<file path="src/rtl/gre_pkg.sv">
package gre_pkg;

    // Architectural constants fixed by the word format: 16-pixel rows, 16-bit coordinates.
    localparam int COORD_W = 16;
    localparam int ROW_PIX = 16;
    localparam int COL_W   = $clog2(ROW_PIX);
    localparam int WORD_W  = 2 * ROW_PIX;

    // Registered state of the expansion sequencer.
    typedef struct packed {
        logic               busy;
        logic               half;   // 0: bits 31:16, 1: bits 15:0
        logic [COL_W-1:0]   col;
        logic [WORD_W-1:0]  word;
        logic [COORD_W-1:0] row;
        logic [COORD_W-1:0] px;
        logic [COORD_W-1:0] py;
    } seq_t;

endpackage

</file>
<file path="src/rtl/gre_seq.sv">
module gre_seq
    import gre_pkg::*;
(
    input  logic               clk,
    input  logic               rst_n,
    input  logic               wr_valid,
    input  logic               wr_restart,
    input  logic [WORD_W-1:0]  wr_data,
    input  logic               pos_load,
    input  logic [COORD_W-1:0] load_x,
    input  logic [COORD_W-1:0] load_y,
    input  logic [COORD_W-1:0] cell_w,
    input  logic [COORD_W-1:0] cell_h,
    output logic               busy,
    output logic               cur_bit,
    output logic [COL_W-1:0]   col,
    output logic [COORD_W-1:0] row,
    output logic [COORD_W-1:0] px,
    output logic [COORD_W-1:0] py
);

    localparam logic [COL_W-1:0] COL_LAST = COL_W'(ROW_PIX - 1);

    seq_t q, d;
    logic [ROW_PIX-1:0] half_bits;
    logic [COORD_W-1:0] row_inc;

    assign half_bits = q.half ? q.word[ROW_PIX-1:0] : q.word[WORD_W-1:ROW_PIX];
    assign row_inc   = q.row + COORD_W'(1);

    always_comb begin
        d = q;
        if (!q.busy) begin
            if (pos_load) begin
                d.px = load_x;
                d.py = load_y;
            end
            if (wr_valid) begin
                d.busy = 1'b1;
                d.half = 1'b0;
                d.col  = '0;
                d.word = wr_data;
                if (wr_restart) begin
                    d.row = '0;
                end
            end
        end else if (q.col == COL_LAST) begin
            d.row = row_inc;
            d.col = '0;
            if (row_inc == cell_h) begin
                d.px   = q.px + cell_w;
                d.busy = 1'b0;
            end else if (q.half) begin
                d.busy = 1'b0;
            end else begin
                d.half = 1'b1;
            end
        end else begin
            d.col = q.col + COL_W'(1);
        end
    end

    always_ff @(posedge clk or negedge rst_n) begin
        if (!rst_n) begin
            q <= '0;
        end else begin
            q <= d;
        end
    end

    assign busy    = q.busy;
    assign cur_bit = half_bits[COL_LAST - q.col];
    assign col     = q.col;
    assign row     = q.row;
    assign px      = q.px;
    assign py      = q.py;

    // a start-of-glyph word begins with the counter at zero
    a_r3_restart_clears: assert property (@(posedge clk) disable iff (!rst_n)
        (!q.busy && wr_valid && wr_restart) |=> (q.row == '0));

    // the counter steps by exactly one at the end of every half
    a_r2_row_step: assert property (@(posedge clk) disable iff (!rst_n)
        (q.busy && q.col == COL_LAST) |=> (q.row == COORD_W'($past(q.row) + 1'b1)));

    // a half is never cut short before its sixteenth pixel
    a_r2_half_length: assert property (@(posedge clk) disable iff (!rst_n)
        (q.busy && q.col != COL_LAST) |=> q.busy);

    // reaching the cell height moves x by the cell width and ends the word
    a_r4_cell_advance: assert property (@(posedge clk) disable iff (!rst_n)
        (q.busy && q.col == COL_LAST && row_inc == cell_h)
        |=> (!q.busy && q.px == COORD_W'($past(q.px) + $past(cell_w))));

    // the start y cannot move while a word is being expanded
    a_r9_pos_frozen: assert property (@(posedge clk) disable iff (!rst_n)
        q.busy |=> (q.py == $past(q.py)));

endmodule

</file>
<file path="src/rtl/gre_row_window.sv">
module gre_row_window
    import gre_pkg::*;
#(
    parameter int BUF_W  = 64,
    parameter int BUF_H  = 32,
    parameter int ADDR_W = $clog2(BUF_W * BUF_H)
) (
    input  logic [COORD_W-1:0] org_x,
    input  logic [COORD_W-1:0] org_y,
    input  logic [COORD_W-1:0] row,
    output logic [ADDR_W-1:0]  base,
    output logic               row_ok
);

    localparam int OFF_W    = 2 * COORD_W + 2;
    localparam int BUF_SIZE = BUF_W * BUF_H;

    logic [COORD_W:0]   y_abs;
    logic [OFF_W-1:0]   y_term;
    logic [OFF_W-1:0]   offset;

    assign y_abs = {1'b0, org_y} + {1'b0, row};

    generate
        if ((BUF_W & (BUF_W - 1)) == 0) begin : g_pow2
            assign y_term = OFF_W'(y_abs) << $clog2(BUF_W);
        end else begin : g_mult
            assign y_term = OFF_W'(y_abs) * OFF_W'(BUF_W);
        end
    endgenerate

    assign offset = y_term + OFF_W'(org_x);
    assign base   = offset[ADDR_W-1:0];
    assign row_ok = (OFF_W'(org_x) < OFF_W'(BUF_W))
                 && (OFF_W'(y_abs) < OFF_W'(BUF_H))
                 && ((offset + OFF_W'(ROW_PIX)) < OFF_W'(BUF_SIZE));

endmodule

</file>
<file path="src/rtl/gre_pixel_shader.sv">
module gre_pixel_shader #(
    parameter int PIX_W = 8
) (
    input  logic             active,
    input  logic             row_ok,
    input  logic             bit_val,
    input  logic             fg_sel,
    input  logic             keep_zero,
    input  logic [PIX_W-1:0] fg,
    input  logic [PIX_W-1:0] bg,
    output logic             we,
    output logic [PIX_W-1:0] data
);

    always_comb begin
        we   = active && row_ok && (bit_val || !keep_zero);
        data = (bit_val && fg_sel) ? fg : bg;
    end

endmodule

</file>
<file path="src/rtl/glyph_row_expander.sv">
module glyph_row_expander
    import gre_pkg::*;
#(
    parameter int BUF_W = 64,
    parameter int BUF_H = 32,
    parameter int PIX_W = 8,
    localparam int ADDR_W = $clog2(BUF_W * BUF_H)
) (
    input  logic               clk,
    input  logic               rst_n,
    input  logic               wr_valid,
    input  logic               wr_restart,
    input  logic [WORD_W-1:0]  wr_data,
    output logic               wr_ready,
    input  logic               pos_load,
    input  logic [COORD_W-1:0] pos_x_in,
    input  logic [COORD_W-1:0] pos_y_in,
    output logic [COORD_W-1:0] pos_x,
    output logic [COORD_W-1:0] pos_y,
    input  logic [31:0]        cell_size,
    input  logic [PIX_W-1:0]   fg_color,
    input  logic [PIX_W-1:0]   bg_color,
    input  logic [31:0]        op_word,
    output logic [COORD_W-1:0] row_count,
    output logic               pix_we,
    output logic [ADDR_W-1:0]  pix_addr,
    output logic [PIX_W-1:0]   pix_data
);

    logic               busy;
    logic               cur_bit;
    logic [COL_W-1:0]   col;
    logic [COORD_W-1:0] row;
    logic [COORD_W-1:0] px;
    logic [COORD_W-1:0] py;
    logic [ADDR_W-1:0]  base;
    logic               row_ok;
    logic               unused_op_bits;

    assign unused_op_bits = ^{op_word[31:30], op_word[28:2], op_word[0]};

    gre_seq u_seq (
        .clk        (clk),
        .rst_n      (rst_n),
        .wr_valid   (wr_valid),
        .wr_restart (wr_restart),
        .wr_data    (wr_data),
        .pos_load   (pos_load),
        .load_x     (pos_x_in),
        .load_y     (pos_y_in),
        .cell_w     (cell_size[31:16]),
        .cell_h     (cell_size[15:0]),
        .busy       (busy),
        .cur_bit    (cur_bit),
        .col        (col),
        .row        (row),
        .px         (px),
        .py         (py)
    );

    gre_row_window #(
        .BUF_W  (BUF_W),
        .BUF_H  (BUF_H),
        .ADDR_W (ADDR_W)
    ) u_window (
        .org_x  (px),
        .org_y  (py),
        .row    (row),
        .base   (base),
        .row_ok (row_ok)
    );

    gre_pixel_shader #(
        .PIX_W (PIX_W)
    ) u_shader (
        .active    (busy),
        .row_ok    (row_ok),
        .bit_val   (cur_bit),
        .fg_sel    (op_word[1]),
        .keep_zero (op_word[29]),
        .fg        (fg_color),
        .bg        (bg_color),
        .we        (pix_we),
        .data      (pix_data)
    );

    assign wr_ready  = !busy;
    assign pos_x     = px;
    assign pos_y     = py;
    assign row_count = row;
    assign pix_addr  = base + ADDR_W'(col);

    // no pixel is written while the block advertises itself as ready
    a_r8_no_write_when_ready: assert property (@(posedge clk) disable iff (!rst_n)
        pix_we |-> !wr_ready);

    // within a row the address climbs by one per cycle
    a_r1_addr_step: assert property (@(posedge clk) disable iff (!rst_n)
        (!wr_ready && col != COL_W'(ROW_PIX - 1))
        |=> (pix_addr == ADDR_W'($past(pix_addr) + 1'b1)));

    // with transparency and foreground selected, every write is foreground
    a_r6_transparent_fg: assert property (@(posedge clk) disable iff (!rst_n)
        (pix_we && op_word[29] && op_word[1]) |-> (pix_data == fg_color));

endmodule

</file>
<file path="config.mk">
export PLATFORM = sky130hd
export DESIGN_NAME = glyph_row_expander
export DESIGN_NICKNAME = d
export VERILOG_FILES = /design/src/rtl/gre_pkg.sv /design/src/rtl/gre_seq.sv /design/src/rtl/gre_row_window.sv /design/src/rtl/gre_pixel_shader.sv /design/src/rtl/glyph_row_expander.sv
export SDC_FILE = /design/constraint.sdc
export NUM_CORES = 1
export LEC_CHECK = 0
export BUFFER_PORTS_ARGS = -buffer_cell sky130_fd_sc_hd__buf_2
export CORE_MARGIN = 1
export CORE_UTILIZATION = 57
export CTS_BUF_LIST = sky130_fd_sc_hd__clkbuf_16
export DETAILED_ROUTE_END_ITERATION = 10
export PLACE_DENSITY_LB_ADDON = 0.1
export SLEW_MARGIN = 5
export SYNTH_ARGS = -nofsm -noshare
export SYNTH_HDL_FRONTEND = slang
export SYNTH_SLANG_ARGS = --single-unit
</file>
<file path="constraint.sdc">
create_clock -name clk -period 9.6 [get_ports clk]
set_clock_uncertainty 0.2 [all_clocks]
set_input_delay 0.96 -clock clk [delete_from_list [all_inputs] [get_ports clk]]
set_output_delay 0.96 -clock clk [all_outputs]
set_load 0.05 [all_outputs]
</file>
==> results.json, run 1 <==
{
  "status": "finished, violations left",
  "violations": "DRC",
  "grt_first_pass_wirelength_microns": 29300,
  "period_minus_slack_ns": 6.62,
  "io_buffers": 187,
  "postRouteWirelength_microns": 18100,
  "chipHeight_microns": 112,
  "post_cts_resized": 0,
  "clkTransAtPathRegs_ns": 0.07,
  "htreeDepth": 3,
  "slew_viol_final": 0,
  "firstDrtPassIters": 11,
  "synth_area_sq_um": 6870,
  "n_antenna_cell": 0,
  "crit_slowest_cell": "dfrtp_1",
  "synthCells": 746,
  "grt_pass1_vias": 5997,
  "dp.cells": 1007,
  "critical_path_class": "flop to output port",
  "max_stage_delay_ns": 0.59,
  "synthArstFlopShare_pct": 100,
  "finalSetupViolCount": 0,
  "drc": 11,
  "start_util_pct": 59.4,
  "cts_buffer_depth": 2,
  "numCtsBuffers": 9,
  "clockRootBuffer": "clkbuf_16",
  "crit_family": "compound AO/OA/AOI/OAI gates",
  "rr_startpoint": "u_seq.row[0]$_DFFE_PN0P_",
  "final_common_cell": "buf_2",
  "io_pins": 218,
  "hold_violations": 0,
  "clk_latency_ns": 0.36,
  "ant_nets": 0,
  "fmax_mhz": 151,
  "avgSynthCellArea_sq_um": 9.21,
  "hp-class": "primary input to asynchronous set/reset pin",
  "tritoncts": "yes",
  "hold_buffers": 0,
  "drv_cap": 0,
  "synth.distinct_cells": 65,
  "synth-seq-cells": 86,
  "synth_flop_cell": "dfrtp_1",
  "core_area_sq_um": 11600,
  "vias_per_cell": 6.02,
  "post_cts_buffers": 0,
  "drive_gt1_share_pct": 32.6,
  "yosys_warnings": 0,
  "cp-end-kind": "output port",
  "grt_usage_pct": 29.8,
  "crit_arrival_ns": 5.46,
  "critPathBufInv": 2,
  "grt-ovfl-total": 0,
  "crit_fanout": 9,
  "ys_seq_area_share_pct": 31.3,
  "drt_iter0_drc": 413,
  "cp-start-kind": "flop",
  "gp_congestion": 0.916,
  "relSlewSlack_pct": 18.1,
  "synthToLayoutAreaGrowth_pct": 14.1,
  "dpl.hpwl_microns": 13600,
  "hold_ws_ns": 0.296,
  "die_w_microns": 112,
  "nets": 1076,
  "numClockSinks": 86,
  "worst_ep_required_time_ns": 8.44,
  "tightest_slew_ns": 1.23,
  "rsz0062_at_grt": "false",
  "path_cells": "ha_1 -> inv_1 -> fa_1 -> nor2b_1 -> o21ai_0 -> a21boi_0 -> o221ai_1 -> xnor2_1 -> ha_1 -> a221oi_1 -> o221ai_1 -> a2111oi_0 -> o211ai_1 -> nor4_1 -> nand4_1 -> nor4_1 -> buf_2",
  "rows": 39,
  "finalCritPeriodShare_pct": 69.0,
  "post_drt_wl_per_cell_microns": 17.7,
  "fin_cells": 1023,
  "grt_max_degree": 64,
  "routed-via-count": 6162,
  "synth_edf_count": 0,
  "die-area_sq_um": 12500,
  "synth_fp_nets": 947,
  "tns_ns": 0,
  "antenna_found_initial": 0,
  "startpoint": "u_seq.row[0]$_DFFE_PN0P_",
  "mostFrequentLayoutCells": "186 x buf_2, 86 x dfrtp_1, 60 x mux2_2"
}
flip-flops by register name, summed over array words and instances, names as in the netlist:
signal / cells
u_seq.px: 16
u_seq.col: 4
u_seq.q: 33
u_seq.row: 16
u_seq.py: 16
u_seq.busy: 1
area by class of cell:
type	instances	area (sq um)
multi-input cells	545	4090
fillers	980	3730
flip-flops and latches	86	2150
repair buffers	191	968
clock buffers	9	225
well taps	143	179
inverters	42	158
clock inverters	7	62.6
stage by stage:
stage          util [%]  setup WS (ns)  area (sq um)
3_3_place_gp       65.3           3.69          7550
3_5_place_dp       65.3           3.49          7550
4_1_cts            67.7           3.09          7840
2_1_floorplan         -           3.32          6870
5_1_grt            67.7           2.58          7840
6_report           67.7           2.98          7840
logic make-up (layout without fill, tap and decap cells):
kind of cell    after synthesis  after routing  share of synthesized area, %
buf+inv                     115            249                          9.27
compound gates              179            179                          16.7
fa+ha+maj                    52             52                          9.91
simple gates                194            194                          14.0
flops                        86             86                          31.3
mux                          69             69                          12.3
xor+xnor                     51             51                          6.50
path summary, 6_finish.rpt:
path / end / cells after the start / slack, ns
worst max register to register: u_seq.px[10]$_DFFE_PN0P_ / 11 / 5.78
min in group clk: u_seq.q[74]$_DFFE_PN0P_ / 1 / 0.30
worst min register to register: u_seq.q[74]$_DFFE_PN0P_ / 1 / 0.30
worst max-delay path: pix_we / 17 / 2.98
worst min-delay path: u_seq.px[5]$_DFFE_PN0P_ / 1 / 0.30
max in group asynchronous: u_seq.px[0]$_DFFE_PN0P_ / 2 / 7.78
synthesized netlist by cell type (9+ instances only):
cell type | number | area [sq um]
clkbuf_1 | 17 | 63.8
xnor2_1 | 41 | 359
ha_1 | 48 | 601
mux2_2 | 60 | 676
buf_4 | 49 | 368
a221oi_1 | 11 | 96.3
nand2_1 | 53 | 199
o21ai_0 | 52 | 260
inv_1 | 42 | 158
nor2b_1 | 10 | 62.6
nor3_1 | 15 | 75.1
nor4_1 | 9 | 56.3
xor2_1 | 10 | 87.6
nor2_1 | 53 | 199
nand4_1 | 11 | 68.8
a21oi_1 | 43 | 215
nand3_1 | 10 | 50.1
dfrtp_1 | 86 | 2150
worst register-to-register path: cells and delay by family (launching register included):
| kind | cells | cell delay, ns |
|---|---|---|
| simple gates | 4 | 1.11 |
| compound gates | 5 | 1.14 |
| fa+ha+maj | 1 | 0.38 |
| flops | 1 | 0.59 |
| buf+inv | 1 | 0.28 |
per-layer routing:
metal / share of wire [%] / GRT usage, % / vias up
met2: 49 / 49.6 / 273
met1: 42 / 39.7 / 2956
met5: 0 / 0 / -
li1: - / - / 2906
met3: 7.2 / 4.08 / 27
met4: 2.0 / 10.6 / 0
Power of run 1 is not shown: default switching activity piles up to over one toggle a cycle in this logic, so the estimate is an artifact.
==> run 2, diff against run 1 <==
--- a/config.mk
+++ b/config.mk
@@ -7,7 +7,7 @@
 export LEC_CHECK = 0
 export BUFFER_PORTS_ARGS = -buffer_cell sky130_fd_sc_hd__buf_2
 export CORE_MARGIN = 1
-export CORE_UTILIZATION = 57
+export CORE_UTILIZATION = 47
 export CTS_BUF_LIST = sky130_fd_sc_hd__clkbuf_16
 export DETAILED_ROUTE_END_ITERATION = 10
 export PLACE_DENSITY_LB_ADDON = 0.1
==> constraint.sdc (replaced) <==
create_clock -name clk -period 5.3 [get_ports clk]
set_clock_uncertainty 0.2 [all_clocks]
set_input_delay 0.53 -clock clk [delete_from_list [all_inputs] [get_ports clk]]
set_output_delay 0.53 -clock clk [all_outputs]
set_load 0.05 [all_outputs]
==> results.json, run 2 (synthesized netlist as in run 1, its figures left out) <==
{
  "htreeDepth": 3,
  "slew_viol_final": 0,
  "ff2ff_setup_slack_ns": 1.44,
  "grt_usage_pct": 25.2,
  "vias_per_cell": 5.67,
  "cp-end-kind": "output port",
  "cp-start-kind": "flop",
  "rows": 43,
  "drt_iter0_drc": 365,
  "crit_arrival_ns": 4.44,
  "multi_input_area_sq_um": 4220,
  "finalSetupViolCount": 0,
  "status": "complete, no violations",
  "hp-class": "primary input to flop",
  "relSlewSlack_pct": 18.2,
  "routed-via-count": 6124,
  "period_minus_slack_ns": 5.17,
  "tns_ns": 0,
  "clockRootBuffer": "clkbuf_16",
  "drv_cap": 0,
  "regMostFlops": "u_seq.q",
  "worst_ep_required_time_ns": 4.57,
  "tightest_slew_ns": 1.23,
  "grt_first_pass_wirelength_microns": 29100,
  "grt-ovfl-total": 0,
  "grt_max_degree": 54,
  "mostFrequentLayoutCells": "185 x buf_2, 86 x dfrtp_1, 60 x mux2_2",
  "synthToLayoutAreaGrowth_pct": 19.1,
  "dp.cells": 1056,
  "die_w_microns": 123,
  "fin_cells": 1080,
  "largest_register_ffs": 33,
  "firstDrtPassIters": 5,
  "ant_nets": 0,
  "chipHeight_microns": 123,
  "final_common_cell": "buf_2",
  "io_buffers": 187,
  "hold_violations": 0,
  "finalCritPeriodShare_pct": 97.5,
  "nets": 1094,
  "seqCellArea_sq_um": 2150,
  "antenna_found_initial": 3,
  "tritoncts": "yes",
  "core_area_sq_um": 14000,
  "die-area_sq_um": 15100,
  "critical_path_class": "flop to output port",
  "start_util_pct": 48.9,
  "clkTransAtPathRegs_ns": 0.07,
  "crit_fanout": 4,
  "clk_latency_ns": 0.35,
  "numCtsBuffers": 9,
  "n_fill_cell": 1260,
  "dpl.hpwl_microns": 14200,
  "post_drt_wl_per_cell_microns": 17.0,
  "drc": 0,
  "grt_pass1_vias": 5930,
  "cts_buffer_depth": 2,
  "numClockSinks": 86,
  "postRouteWirelength_microns": 18400,
  "rsz0062_at_grt": "true",
  "io_pins": 218,
  "drive_gt1_share_pct": 35.7,
  "gp_congestion": 0.926,
  "fmax_mhz": 193
}
run 2: changes by cell type in the layout (fill, tap and decap cells not counted), sizes merged:
cell / before / now
dlygate4sd3: 0 / 1
clkinv: 3 / 0
inv: 46 / 47
buf: 191 / 208
bufinv: 0 / 1
clkinvlp: 0 / 1
diode: 0 / 2
run 2: area by class of cell:
class,count,share of cell area (%)
inverters,42,1.93
multi-input cells,545,51.6
well taps,180,2.75
diodes,2,0.0612
clock buffers,9,2.75
clock inverters,7,0.964
repair buffers,209,13.6
flip-flops and latches,86,26.3
run 2: final timing paths:
path | start | endpoint | depth (start not counted)
setup / recovery | u_seq.py[0]$_DFFE_PN0P_ | pix_we | 17
hold / removal | wr_valid | u_seq.col[1]$_DFFE_PN0N_ | 2
setup reg to reg | u_seq.row[0]$_DFFE_PN0P_ | u_seq.px[14]$_DFFE_PN0P_ | 11
hold reg to reg | u_seq.q[79]$_DFFE_PN0P_ | u_seq.q[79]$_DFFE_PN0P_ | 1
max in group asynchronous | rst_n | u_seq.row[7]$_DFFE_PN0P_ | 3
min in group asynchronous | rst_n | u_seq.px[3]$_DFFE_PN0P_ | 2
run 2: layer usage:
metal	wire [microns]	global-route usage (%)	vias up
met3	1100	4.11	19
met5	0	0	-
li1	-	-	2955
met4	265	7.70	0
met2	8620	41.7	207
met1	8380	33.7	2943
run 2: critical path: stages (launching register included):
cell and delay (ns):
dfrtp_1 0.37, ha_2 0.19, inv_1 0.06, fa_2 0.34
nor2b_1 0.12, o21ai_1 0.08, a21boi_1 0.26, o221ai_2 0.18
xnor2_2 0.34, ha_4 0.28, a221oi_2 0.29, o221ai_2 0.14
a2111oi_2 0.28, o211ai_1 0.14, nor4_1 0.32, nand4_1 0.19
nor4_4 0.30, buf_6 0.20
run 2: per-stage QoR:
stage	area (sq um)	setup WS (ns)	util (%)	hold WS (ns)
floorplan	6880	0.00255	-	0.0344
global placement	7690	0.150	54.8	0.286
detailed placement	7690	0.0403	54.8	0.293
CTS	8100	-0.0280	57.7	0.167
global route	8180	-0.153	58.2	0.195
finish	8180	0.131	58.2	0.177
run 2: what timing repair did:
item                                   4_1_cts  5_1_grt
pin swaps                                   18       20
setup buffers                                2        3
setup endpoints to repair                    1        1
hold buffers                                 1        0
endpoints found under the hold margin       33        0
resized for setup                           17       11
Power of run 2 is left out for the same reason.
